==> src/rtl/stsnap_pkg.sv <==
// Shared constants and state encoding for the statistics snapshot reader.
// Assumes the switch exposes a command/status register with a busy flag in
// bit 15 and two 16-bit data registers holding one 32-bit counter half.
package stsnap_pkg;

    localparam logic [4:0]  ADDR_CMD  = 5'h1D;
    localparam logic [4:0]  ADDR_HI   = 5'h1E;
    localparam logic [4:0]  ADDR_LO   = 5'h1F;
    localparam logic [15:0] OP_SNAP   = 16'hDC00;
    localparam logic [15:0] OP_SELECT = 16'hCC00;
    localparam int          BUSY_BIT  = 15;

    typedef enum logic [3:0] {
        ST_IDLE,
        ST_SNAP_WR,
        ST_SNAP_POLL,
        ST_SEL_WR,
        ST_SEL_POLL,
        ST_RD_HI,
        ST_RD_LO,
        ST_EMIT,
        ST_FINISH
    } stsnap_state_t;

endpackage

==> src/rtl/stsnap_poll.sv <==
// Busy-poll counter: counts busy answers since the last command write and
// flags the final permitted poll. Assumes bump is never given while last is
// high (the sequencer ends the wait instead).
module stsnap_poll #(
    parameter int LIMIT = 10
) (
    input  logic clk,
    input  logic rst_n,
    input  logic clr,
    input  logic bump,
    output logic last
);
    localparam int CW = $clog2(LIMIT + 1);

    logic [CW-1:0] cnt_q;

    // Count busy answers; restart on every command write.
    always_ff @(posedge clk) begin
        if (!rst_n)
            cnt_q <= '0;
        else if (clr)
            cnt_q <= '0;
        else if (bump)
            cnt_q <= cnt_q + 1'b1;
    end

    // Current poll is the last one allowed.
    assign last = (cnt_q == CW'(LIMIT - 1));

    a_r2_poll_bound: assert property (@(posedge clk) disable iff (!rst_n)
        cnt_q < CW'(LIMIT));

endmodule

==> src/rtl/stsnap_accum.sv <==
// Value assembler: builds a 64-bit counter value from 16-bit data reads,
// one 32-bit half at a time. A cleared half stays zero if it is never loaded.
module stsnap_accum (
    input  logic        clk,
    input  logic        rst_n,
    input  logic        clr,
    input  logic        ld_hi,
    input  logic        ld_lo,
    input  logic        upper,
    input  logic [15:0] din,
    output logic [63:0] value
);
    logic [1:0][31:0] acc_q;

    // Clear between entries, then load the selected half's 16-bit pieces.
    always_ff @(posedge clk) begin
        if (!rst_n || clr)
            acc_q <= '0;
        else if (ld_hi)
            acc_q[upper][31:16] <= din;
        else if (ld_lo)
            acc_q[upper][15:0] <= din;
    end

    assign value = acc_q;

    a_r5_one_load: assert property (@(posedge clk) disable iff (!rst_n)
        !(ld_hi && ld_lo));

endmodule

==> src/rtl/stsnap_reader.sv <==
// Statistics snapshot reader top. Captures one port's counters with a
// snapshot command, then reads each list entry (32 or 64 bits) through the
// select/poll/data-read sequence and streams index + value records.
// Assumes: ent_idx/ent_wide depend only on ent_sel; req_count <= MAX_LIST;
// reg_ack is a single-cycle answer to a pending reg_req; PORT_W, IDX_W <= 10.
module stsnap_reader
    import stsnap_pkg::*;
#(
    parameter int PORT_W     = 4,
    parameter int IDX_W      = 6,
    parameter int MAX_LIST   = 8,
    parameter int POLL_LIMIT = 10,
    localparam int SEL_W     = (MAX_LIST > 1) ? $clog2(MAX_LIST) : 1,
    localparam int CNT_W     = $clog2(MAX_LIST + 1)
) (
    input  logic              clk,
    input  logic              rst_n,
    input  logic              req_valid,
    input  logic [PORT_W-1:0] req_port,
    input  logic [CNT_W-1:0]  req_count,
    output logic              req_ready,
    output logic [SEL_W-1:0]  ent_sel,
    input  logic [IDX_W-1:0]  ent_idx,
    input  logic              ent_wide,
    output logic              reg_req,
    output logic              reg_wr,
    output logic [4:0]        reg_addr,
    output logic [15:0]       reg_wdata,
    input  logic              reg_ack,
    input  logic [15:0]       reg_rdata,
    output logic [IDX_W-1:0]  out_idx,
    output logic              out_valid,
    output logic [63:0]       out_value,
    output logic              done,
    output logic              done_err
);
    stsnap_state_t     state_q;
    logic [PORT_W-1:0] port_q;
    logic [CNT_W-1:0]  count_q;
    logic [CNT_W-1:0]  ptr_q;
    logic              half_q;
    logic              err_q;

    logic              busy;
    logic              poll_last;
    logic              poll_clr;
    logic              poll_bump;
    logic              acc_clr;
    logic              ld_hi;
    logic              ld_lo;
    logic              in_poll;
    logic [IDX_W-1:0]  cur_idx;
    logic              more_half;

    // Decode bus-side and handshake signals from the current state.
    always_comb begin
        in_poll   = (state_q == ST_SNAP_POLL) || (state_q == ST_SEL_POLL);
        busy      = reg_rdata[BUSY_BIT];
        cur_idx   = ent_idx + IDX_W'(half_q);
        more_half = ent_wide && !half_q;
        reg_req   = (state_q == ST_SNAP_WR) || (state_q == ST_SEL_WR) ||
                    in_poll || (state_q == ST_RD_HI) || (state_q == ST_RD_LO);
        reg_wr    = (state_q == ST_SNAP_WR) || (state_q == ST_SEL_WR);
        case (state_q)
            ST_RD_HI: reg_addr = ADDR_HI;
            ST_RD_LO: reg_addr = ADDR_LO;
            default:  reg_addr = ADDR_CMD;
        endcase
        case (state_q)
            ST_SNAP_WR: reg_wdata = OP_SNAP | 16'(port_q);
            ST_SEL_WR:  reg_wdata = OP_SELECT | 16'(cur_idx);
            default:    reg_wdata = '0;
        endcase
        poll_clr  = reg_ack && reg_wr;
        poll_bump = reg_ack && in_poll && busy && !poll_last;
        acc_clr   = (state_q == ST_IDLE) || (state_q == ST_EMIT);
        ld_hi     = reg_ack && (state_q == ST_RD_HI);
        ld_lo     = reg_ack && (state_q == ST_RD_LO);
    end

    // Sequencer: snapshot, then per entry one or two select/poll/read halves.
    always_ff @(posedge clk) begin
        if (!rst_n) begin
            state_q <= ST_IDLE;
            port_q  <= '0;
            count_q <= '0;
            ptr_q   <= '0;
            half_q  <= 1'b0;
            err_q   <= 1'b0;
        end else begin
            case (state_q)
                ST_IDLE: if (req_valid) begin
                    port_q  <= req_port;
                    count_q <= req_count;
                    ptr_q   <= '0;
                    half_q  <= 1'b0;
                    err_q   <= 1'b0;
                    state_q <= ST_SNAP_WR;
                end
                ST_SNAP_WR: if (reg_ack) state_q <= ST_SNAP_POLL;
                ST_SNAP_POLL: if (reg_ack) begin
                    if (!busy)
                        state_q <= (count_q == '0) ? ST_FINISH : ST_SEL_WR;
                    else if (poll_last) begin
                        err_q   <= 1'b1;
                        state_q <= ST_FINISH;
                    end
                end
                ST_SEL_WR: if (reg_ack) state_q <= ST_SEL_POLL;
                ST_SEL_POLL: if (reg_ack) begin
                    if (!busy)
                        state_q <= ST_RD_HI;
                    else if (poll_last) begin
                        half_q  <= more_half;
                        state_q <= more_half ? ST_SEL_WR : ST_EMIT;
                    end
                end
                ST_RD_HI: if (reg_ack) state_q <= ST_RD_LO;
                ST_RD_LO: if (reg_ack) begin
                    half_q  <= more_half;
                    state_q <= more_half ? ST_SEL_WR : ST_EMIT;
                end
                ST_EMIT: begin
                    half_q  <= 1'b0;
                    ptr_q   <= ptr_q + 1'b1;
                    state_q <= (ptr_q + 1'b1 == count_q) ? ST_FINISH : ST_SEL_WR;
                end
                ST_FINISH: state_q <= ST_IDLE;
                default:   state_q <= ST_IDLE;
            endcase
        end
    end

    stsnap_poll #(.LIMIT(POLL_LIMIT)) i_poll (
        .clk   (clk),
        .rst_n (rst_n),
        .clr   (poll_clr),
        .bump  (poll_bump),
        .last  (poll_last)
    );

    stsnap_accum i_accum (
        .clk   (clk),
        .rst_n (rst_n),
        .clr   (acc_clr),
        .ld_hi (ld_hi),
        .ld_lo (ld_lo),
        .upper (half_q),
        .din   (reg_rdata),
        .value (out_value)
    );

    // Present the entry pointer, the output record and the completion pulse.
    assign ent_sel   = ptr_q[SEL_W-1:0];
    assign req_ready = (state_q == ST_IDLE);
    assign out_valid = (state_q == ST_EMIT);
    assign out_idx   = ent_idx;
    assign done      = (state_q == ST_FINISH);
    assign done_err  = err_q;

    a_r1_snap_cmd: assert property (@(posedge clk) disable iff (!rst_n)
        (req_ready && req_valid) |=> (reg_req && reg_wr && reg_addr == ADDR_CMD &&
                                      reg_wdata == (OP_SNAP | 16'($past(req_port)))));

    a_r4_write_target: assert property (@(posedge clk) disable iff (!rst_n)
        (reg_req && reg_wr) |-> (reg_addr == ADDR_CMD));

    a_r5_bus_hold: assert property (@(posedge clk) disable iff (!rst_n)
        (reg_req && !reg_ack) |=> (reg_req && $stable(reg_addr) &&
                                   $stable(reg_wr) && $stable(reg_wdata)));

    a_r3_timeout_err: assert property (@(posedge clk) disable iff (!rst_n)
        (state_q == ST_SNAP_POLL && reg_ack && busy && poll_last) |=> (done && done_err));

    a_r6_narrow_zero: assert property (@(posedge clk) disable iff (!rst_n)
        (out_valid && !ent_wide) |-> (out_value[63:32] == 32'h0));

    a_r9_done_pulse: assert property (@(posedge clk) disable iff (!rst_n)
        done |=> !done);

    a_r9_no_overlap: assert property (@(posedge clk) disable iff (!rst_n)
        !(out_valid && (done || reg_req)));

endmodule

==> config.mk <==
export PLATFORM = sky130hd
export DESIGN_NAME = stsnap_reader
export DESIGN_NICKNAME = d
export VERILOG_FILES = /design/src/rtl/stsnap_pkg.sv /design/src/rtl/stsnap_poll.sv /design/src/rtl/stsnap_accum.sv /design/src/rtl/stsnap_reader.sv
export SDC_FILE = /design/constraint.sdc
export NUM_CORES = 1
export LEC_CHECK = 0
export ABC_AREA = 0
export BUFFER_PORTS_ARGS = -buffer_cell sky130_fd_sc_hd__clkbuf_2
export CAP_MARGIN = 0
export CORE_MARGIN = 2
export CORE_UTILIZATION = 50
export DETAILED_ROUTE_END_ITERATION = 10
export PLACE_DENSITY = 0.8
export RECOVER_POWER = 50
export SKIP_LAST_GASP = 1
export SLEW_MARGIN = 30
export SYNTH_ARGS = -nofsm -noshare
export SYNTH_HDL_FRONTEND = slang
export SYNTH_HIERARCHICAL = 1
export SYNTH_SLANG_ARGS = --single-unit
==> constraint.sdc <==
create_clock -name clk -period 3.1 [get_ports clk]
set_input_delay 0.62 -clock clk [delete_from_list [all_inputs] [get_ports clk]]
set_output_delay 0.62 -clock clk [all_outputs]
set_load 0.01 [all_outputs]
==> results of run 1 <==
state kept, by name, summed over array words and instances (netlist names):
register,count
count_q,4
done_err,1
half_q,1
i_accum/value,64
i_poll/cnt_q,4
port_q,4
ptr_q,4
state_q,4
power by group:
part / total [mW] / switching, mW / internal (mW)
logic: 0.735 / 0.486 / 0.248
registers: 1.18 / 0.0362 / 1.14
clock network: 0.765 / 0.449 / 0.316
total: 2.68 / 0.972 / 1.71
metrics by stage:
| step | util | worst slack, ns | hold WS [ns] |
|---|---|---|---|
| 2_1_floorplan | - | 0.849 | 0.436 |
| 3_3_place_gp | 0.579 | 0.849 | 0.443 |
| 3_5_place_dp | 0.579 | 0.788 | 0.446 |
| 4_1_cts | 0.605 | 0.636 | 0.459 |
| 5_1_grt | 0.591 | 0.540 | 0.483 |
| 6_report | 0.591 | 0.655 | 0.459 |
per-layer routing:
metal | track usage | part of all wire | vias up
li1 | - | - | 1769
met1 | 0.303 | 0.46 | 1674
met2 | 0.359 | 0.48 | 112
met3 | 0.0419 | 0.055 | 8
met4 | 0.0699 | 0.0081 | 0
met5 | 0 | 0 | -
worst register-to-register path, cell delays in order (launching register included):
cell      delay, ns
dfxtp_1        0.45
nand2b_1       0.26
or3_1          0.35
nor2_1         0.32
and2_1         0.60
nand2_1        0.13
a21oi_1        0.14
layout by cell type (no fill, tap or decap), types with 4 or more instances in the layout:
cell type	count
clkbuf_2	52
xor2_1	5
conb_1	8
xnor2_1	6
nand3b_1	4
nand2_1	117
nand3_1	6
nand2b_1	4
a211oi_1	4
o21ai_0	6
nor2_1	38
buf_4	7
inv_1	5
dfxtp_1	86
ha_1	5
clkbuf_1	74
nor4_1	4
clkbuf_8	9
nand4_1	4
a21oi_1	70
mux2i_1	19
layout make-up:
type                       count  area (um2)  area share
clock inverter                 7        73.8      0.0163
timing repair buffer         133         591       0.130
sequential                    86        1720       0.379
inverter                       7        28.8     0.00634
tap                          102         128      0.0281
clock buffer                   9         124      0.0273
multi-input combinational    340        1870       0.413
path summary, 6_finish.rpt:
check | startpoint | endpoint | slack, ns | cells after the start
max reg2reg | state_q[3] | i_accum/value[63] | 0.80 | 6
min | i_accum/value[55] | i_accum/value[55] | 0.46 | 2
max | half_q | reg_wdata[4] | 0.65 | 6
min reg2reg | i_accum/value[55] | i_accum/value[55] | 0.46 | 2
logic make-up (layout without fill, tap and decap cells):
family / count (synthesis) / in the layout / share of synthesized area
AO/OA/AOI/OAI: 90 / 90 / 0.133
XOR/XNOR: 12 / 12 / 0.0300
adder cells (fa/ha/maj): 5 / 5 / 0.0158
buffers and inverters: 57 / 156 / 0.0945
flip-flops: 86 / 86 / 0.435
multiplexers: 19 / 19 / 0.0480
other: 2 / 8 / 0.00190
AND/OR/NAND/NOR: 206 / 206 / 0.242
==> results.yml, run 1 <==
critical_path:
  worst-path-buf-inv: 1
  crit_arrival_ns: 1.83
  start_kind: "flip-flop"
  slowest_delay_ns: 0.52
  crit_family: "flip-flops"
  worstPathRequired_ns: 2.48
  cp-end-kind: "output pin"
  cpMostUsedCell: "ha_1"
  crit_fanout: 10
  crit_chain: "ha_1, ha_1, nand3_1, xnor2_1, and3_1, clkbuf_2"
  worst_path_max_delay_cell: "dfxtp_1"
  critical_path_class: "flip-flop to output pin"
yosys:
  seq_area_frac_synth: 0.435
  synth_area_per_cell_um2: 8.30
  ys_top_cells_by_count: "117 x nand2_1, 86 x dfxtp_1, 70 x a21oi_1"
  synth_area_leaders: "dfxtp_1 43%, nand2_1 11%, a21oi_1 8.8%"
  yosys_warnings: 6
  netlist_area_um2: 3960
  synth.largest_area_cell: "dfxtp_1"
  synthFlopType: "dfxtp_1"
  synth-async-reset-ratio: 0
  yosysMostFrequentCell: "nand2_1"
  ys_types: 54
  synth_top_area_frac: 0.435
  synth_cells: 477
  synth_edf_count: 0
  ys_ff_latch: 86
clocking:
  postCtsHoldBufs: 0
  cts_tree: "done"
  cts_htree_levels: 3
  root_buffer: "clkbuf_8"
  cts_buffer_depth: 2
  numCtsBuffers: 9
  post_cts_buffers: 0
  worstSkewPairLatency_ns: 0.36
  cts_sinks: 86
  clk_pin_slew_ns: 0.11
  cts-resized-gates: 0
pwr:
  power.density_nw_per_um2: 590
  ir_worst_vdd_mv: 0.387
  finalPower_mw: 2.68
  p_leak_nw: 1.80
detailed_routing:
  drt_iter0_drc: 280
  drc_errors: 0
  ant_nets: 0
  wire_per_inst_um: 14.3
  vias_per_cell: 5.21
  vias: 3563
  dr.pass1.iters: 4
  wirelength_um: 9810
status:
  status: "completed"
placed_design:
  place.gp.congestion: 0.847
  dp_hpwl_um: 7160
  numPortBuffers: 126
  dpl_cell_area_um2: 4450
  numPlacedInstances: 668
cells_and_area:
  area_delta_synth_final_pct: 14.7
  postLayoutCellArea_um2: 4540
  diodes: 0
  stdcell_count: 684
  fin_nets: 617
  drive_above_1_share: 0.151
  fillers: 744
die:
  ios: 135
  die_w_um: 93.0
  start_util: 0.515
  coreArea_um2: 7690
  rows: 32
  die_area_um2: 8650
  die_y_um: 93.0
global_route:
  antenna_found_initial: 0
  grt_pass1_vias: 3136
  grt_max_degree: 65
  grt_pass1_wl_um: 15300
  grtUsageTotal: 0.222
  globalRouteOverflowTotal: 0
timing:
  fin_crit_sh: 0.789
  clock_skew_ns: 0.0261
  maxSlewViolCount: 0
  min_period_ns: 2.45
  finalSetupViolations: 0
  grt_setup_unrepaired: "false"
  finalSetupTns_ns: 0
  worst_pin_slew_ns: 0.708
  max_slew_margin: 0.524
  fmax_mhz: 409
  hold_viol: 0
flow_run:
  maxCapViolations: 0
worst_hold_path:
  hold_path_class: "flip-flop to flip-flop"
Note: power is estimated with default switching activity, not from simulation.
==> inputs of run 2 (changes only) <==
--- a/config.mk
+++ b/config.mk
@@ -5,13 +5,13 @@
 export SDC_FILE = /design/constraint.sdc
 export NUM_CORES = 1
 export LEC_CHECK = 0
-export ABC_AREA = 0
+export ABC_AREA = 1
 export BUFFER_PORTS_ARGS = -buffer_cell sky130_fd_sc_hd__clkbuf_2
 export CAP_MARGIN = 0
 export CORE_MARGIN = 2
-export CORE_UTILIZATION = 50
+export CORE_UTILIZATION = 46
 export DETAILED_ROUTE_END_ITERATION = 10
-export PLACE_DENSITY = 0.8
+export PLACE_DENSITY = 0.76
 export RECOVER_POWER = 50
 export SKIP_LAST_GASP = 1
 export SLEW_MARGIN = 30
==> constraint.sdc (replaced) <==
create_clock -name clk -period 2 [get_ports clk]
set_input_delay 0.4 -clock clk [delete_from_list [all_inputs] [get_ports clk]]
set_output_delay 0.4 -clock clk [all_outputs]
set_load 0.01 [all_outputs]
==> results.yml, run 2 <==
critical_path:
  start_kind: "flip-flop"
  crit_fanout: 16
  worstPathRequired_ns: 2.26
  cp-end-kind: "flip-flop"
  crit_arrival_ns: 2.28
  crit_chain: "inv_1, buf_4, nand2_2, nor2_2, inv_1, nor2_1, buf_4, inv_2, nand3_4, nor2_1, nor2_1"
  rr_worst_depth: 11
  worst_path_max_delay_cell: "dfxtp_4"
  slowest_delay_ns: 0.39
  r2r_setup_slack_ns: -0.03
  critical_path_class: "flip-flop to flip-flop"
  cpMostUsedCell: "nor2_1"
placed_design:
  dp_hpwl_um: 8380
  numPortBuffers: 126
  place.gp.congestion: 0.942
die:
  die_area_um2: 10000
  die_w_um: 100
  ios: 135
  start_util: 0.468
  rows: 35
  coreArea_um2: 9110
  die_y_um: 100
status:
  violations: "setup timing"
  status: "finished, violations left"
flow_run:
  maxCapViolations: 0
timing:
  min_period_ns: 2.03
  finalWorstSetupSlack_ns: -0.0252
  finalSetupTns_ns: -0.0560
  grt_setup_unrepaired: "true"
  fmax_mhz: 494
  max_slew_margin: 0.520
  finalSetupViolations: 4
  fin_crit_sh: 1.01
  maxSlewViolCount: 0
  hold_viol: 0
  clock_skew_ns: 0.0139
  worst_pin_slew_ns: 0.718
clocking:
  clk_pin_slew_ns: 0.10
  cts_htree_levels: 3
  cts_tree: "done"
  postCtsHoldBufs: 0
  numCtsBuffers: 9
  worstSkewPairLatency_ns: 0.36
  cts_sinks: 86
  root_buffer: "clkbuf_8"
  cts_buffer_depth: 2
worst_hold_path:
  hold_depth: 3
  hold_path_class: "input port to flip-flop"
yosys:
  yosysMostFrequentCell: "nor2_1"
  ys_ff_latch: 86
  synthFlopType: "dfxtp_1"
  synth_edf_count: 0
  synth_area_per_cell_um2: 6.62
  ys_top_cells_by_count: "145 x nor2_1, 121 x nand2_1, 101 x inv_1"
  ys_types: 31
  synth_area_leaders: "dfxtp_1 40%, nor2_1 13%, nand2_1 11%"
  synth.largest_area_cell: "dfxtp_1"
  synth_cells: 644
  synth-async-reset-ratio: 0
  yosys_warnings: 6
  seq_area_frac_synth: 0.404
  netlist_area_um2: 4260
  synth_top_area_frac: 0.404
pwr:
  p_leak_nw: 2.42
  ir_worst_vdd_mv: 0.581
  finalPower_mw: 4.72
  power.density_nw_per_um2: 887
cells_and_area:
  layout_commonest_cell: "nor2_1"
  diodes: 0
  fin_nets: 824
  drive_above_1_share: 0.199
  largest_reg_flops: 64
  final_cell_mix: "135 x nor2_1, 118 x nand2_1, 97 x inv_1, 82 x dfxtp_1, 68 x clkbuf_1"
  area_delta_synth_final_pct: 25.0
global_route:
  grtUsageTotal: 0.225
  globalRouteOverflowTotal: 0
  grt_pass1_wl_um: 18000
  grt_max_degree: 35
  antenna_found_initial: 0
  grt_pass1_vias: 3975
detailed_routing:
  drt_iter0_drc: 184
  vias: 4471
  ant_nets: 0
  wirelength_um: 12000
  dr.pass1.iters: 5
  vias_per_cell: 4.97
  wire_per_inst_um: 13.3
  drc_errors: 0
-- run 2: area by class of cell --
class                      count  area (um2)
clock buffer                  10         128
timing repair buffer         159         822
clock inverter                 6        68.8
fill                         885        3780
inverter                     107         410
tap                          111         139
sequential                    86        1730
multi-input combinational    421        2030
-- run 2: stage by stage --
stage               std cells  hold WS, ns   util  cell area (um2)  setup slack (ns)
floorplan                 650        0.425      -             4280            0.0844
CTS                       891        0.286  0.574             5230           0.00244
finish                    900        0.294  0.585             5330           -0.0252
detailed placement        873        0.443  0.546             4980           -0.0114
global route              900        0.325  0.585             5330            -0.151
global placement          872        0.432  0.543             4950           -0.0260
-- run 2: critical path: cells and delay by family (launching register included) --
kind          cells  cell delay (ns)
simple gates      6             0.78
buf+inv           5             0.75
flops             1             0.39
-- run 2: kinds of logic after synthesis --
family / after synthesis / synth area share
other: 2 / 0.00176
buffers and inverters: 147 / 0.163
AO/OA/AOI/OAI: 78 / 0.0934
XOR/XNOR: 1 / 0.00206
adder cells (fa/ha/maj): 5 / 0.0147
flip-flops: 86 / 0.404
AND/OR/NAND/NOR: 325 / 0.321
-- run 2: layer usage --
metal | GRT usage | wire length, um | up-vias
met5 | 0 | 0 | -
met4 | 0.121 | 394 | 0
met3 | 0.0397 | 796 | 37
met2 | 0.377 | 5690 | 182
met1 | 0.275 | 5080 | 2019
li1 | - | - | 2233
-- run 2: power by group --
part	total (mW)	internal, mW	leakage (nW)	switching, mW
sequential	1.86	1.80	0.697	0.0579
clock	1.24	0.587	0.0973	0.649
combinational	1.63	0.637	1.63	0.995
-- run 2: final timing paths --
path                        to          from
max          i_accum/value[43]    state_q[3]
min                 count_q[1]  req_count[1]
max reg2reg  i_accum/value[43]    state_q[3]
min reg2reg          port_q[1]     port_q[1]
-- run 2: what timing repair did --
action | 4_1_cts | 5_1_grt
endpoints found under the setup margin | 31 | 58
hold endpoints to repair | 0 | 0
gates cloned | 0 | 4
resized for setup | 16 | 34
buffers inserted | 2 | 5
pin swaps | 2 | 5
==> inputs of run 3 (changes only) <==
--- a/config.mk
+++ b/config.mk
@@ -9,9 +9,8 @@
 export BUFFER_PORTS_ARGS = -buffer_cell sky130_fd_sc_hd__clkbuf_2
 export CAP_MARGIN = 0
 export CORE_MARGIN = 2
-export CORE_UTILIZATION = 46
+export CORE_UTILIZATION = 25
 export DETAILED_ROUTE_END_ITERATION = 10
-export PLACE_DENSITY = 0.76
 export RECOVER_POWER = 50
 export SKIP_LAST_GASP = 1
 export SLEW_MARGIN = 30
==> results.yml, run 3 (synthesized netlist as in run 2, its figures left out) <==
status:
  status: "completed"
placed_design:
  dpl_cell_area_um2: 5080
  place.gp.congestion: 0.890
  numPortBuffers: 126
  dp_hpwl_um: 9100
timing:
  min_period_ns: 1.97
  clock_skew_ns: 0.00525
  max_slew_margin: 0.614
  holdWs_ns: 0.304
  worst_pin_slew_ns: 0.579
  fmax_mhz: 507
  maxSlewViolCount: 0
  grt_setup_unrepaired: "true"
  fin_crit_sh: 0.987
  hold_viol: 0
  finalSetupViolations: 0
critical_path:
  start_kind: "flip-flop"
  worst_path_max_delay_cell: "dfxtp_2"
  crit_arrival_ns: 1.57
  r2r_setup_slack_ns: 0.17
  slowest_delay_ns: 0.34
  worstPathRequired_ns: 1.60
  cpMostUsedCell: "nor2_4"
  reg2reg_from: "state_q[1]"
  crit_fanout: 4
  r2r-end: "i_accum/value[48]"
  crit_chain: "inv_2, nor2_4, nand2_4, nor2_4, inv_1, buf_4, o21ai_0, buf_2"
  cp-end-kind: "output pin"
  critical_path_class: "flip-flop to output pin"
  rr_worst_depth: 8
detailed_routing:
  vias_per_cell: 4.18
  ant_nets: 0
  drc_errors: 0
  dr_wl_met2_um: 5810
  dr_wl_met3_um: 860
  wire_per_inst_um: 12.7
  m1WireLength_um: 5810
  drt_iter0_drc: 190
  dr.pass1.iters: 4
  route.top_layer_used: "met4"
  wirelength_um: 12700
  vias: 4196
global_route:
  globalRouteOverflowTotal: 0
  grt_max_degree: 33
  grt_pass1_wl_um: 18900
  grtUsageTotal: 0.133
  antenna_found_initial: 0
  grt_pass1_vias: 3755
pwr:
  finalPower_mw: 5.20
  ir_worst_vdd_mv: 0.443
  power.density_nw_per_um2: 951
  p_leak_nw: 2.42
clocking:
  clk_pin_slew_ns: 0.06
  cts_sinks: 86
  numCtsBuffers: 9
  cts_htree_levels: 3
  cts_tree: "done"
  root_buffer: "clkbuf_16"
  worstSkewPairLatency_ns: 0.35
  cts_buffer_depth: 2
cells_and_area:
  layout_commonest_cell: "nor2_1"
  final_cell_mix: "137 x nor2_1, 118 x nand2_1, 97 x inv_1, 81 x dfxtp_1, 71 x clkbuf_1"
  fin_nets: 818
  drive_above_1_share: 0.186
  largest_reg_flops: 64
  post-route-util: 0.328
  diodes: 0
  area_delta_synth_final_pct: 28.3
  postLayoutCellArea_um2: 5470
worst_hold_path:
  hold_depth: 3
  hold_path_class: "input port to flip-flop"
  hold-path-endpoint: "count_q[1]"
  hp-start: "req_count[1]"
die:
  ios: 135
  start_util: 0.256
  coreArea_um2: 16600
  die_w_um: 135
  rows: 47
  die_area_um2: 18100
  die_y_um: 135
flow_run:
  maxCapViolations: 0
-- run 3: cell count changes in the layout (fill, tap and decap cells not counted), moves of 2 or more --
cell,delta
clkbuf_16,+9
clkbuf_8,-8
clkbuf_2,-4
clkbuf_1,+3
buf_4,-2
buf_6,-2
clkinv_2,+2
inv_6,-2
nand3_4,-2
nor2_1,+2
-- run 3: how the worst max path moves through the flow --
stage,from,endpoint,slack [ns],depth (start not counted)
floorplan,state_q[2],i_accum/value[10],0.08,12
global placement,state_q[2],i_accum/value[33],0.08,10
detailed placement,state_q[2],i_accum/value[34],0.1,10
CTS,state_q[0],reg_wdata[1],-0.003,8
global route,state_q[2],reg_req,-0.05,8
finish,state_q[0],reg_wdata[1],0.03,8
-- run 3: per-layer routing --
| layer | vias to the layer above | global-route usage |
|---|---|---|
| li1 | 2213 | - |
| met1 | 1835 | 0.164 |
| met2 | 128 | 0.221 |
| met3 | 20 | 0.0390 |
| met4 | 0 | 0.0480 |
| met5 | - | 0 |
-- run 3: final cells by class --
| cell class | count | area, um2 |
|---|---|---|
| inverters | 107 | 404 |
| multi-input cells | 419 | 1970 |
| flip-flops and latches | 86 | 1730 |
| fillers | 1859 | 11200 |
| well taps | 220 | 275 |
| repair buffers | 155 | 772 |
| clock buffers | 10 | 239 |
| clock inverters | 6 | 67.6 |
-- run 3: through the flow --
step                       TNS, ns  setup slack, ns  cells
after floorplan                  0           0.0844    650
after global placement           0           0.0786    979
after detailed placement         0           0.0953    979
after CTS                 -0.00265         -0.00265    999
after global routing       -0.0869          -0.0456   1003
final                            0           0.0269   1003
-- run 3: report_power, final --
| part | switching [mW] | total [mW] | internal [mW] |
|---|---|---|---|
| Combinational | 0.991 | 1.58 | 0.591 |
| Clock | 0.739 | 1.75 | 1.01 |
| Sequential | 0.0640 | 1.87 | 1.80 |
| Total | 1.79 | 5.20 | 3.41 |
-- run 3: what timing repair did --
action	CTS	global route
setup buffers	4	2
gates cloned	0	2
endpoints found under the hold margin	0	0
endpoints found under the setup margin	13	55
pin swaps	5	5
hold buffers	0	0
resized for setup	18	21
-- run 3: critical path, delay by kind of cell (launching register included) --
kind | cells | cell delay (ns)
AO/OA/AOI/OAI | 1 | 0.13
buffers and inverters | 4 | 0.44
flip-flops | 1 | 0.34
AND/OR/NAND/NOR | 3 | 0.32
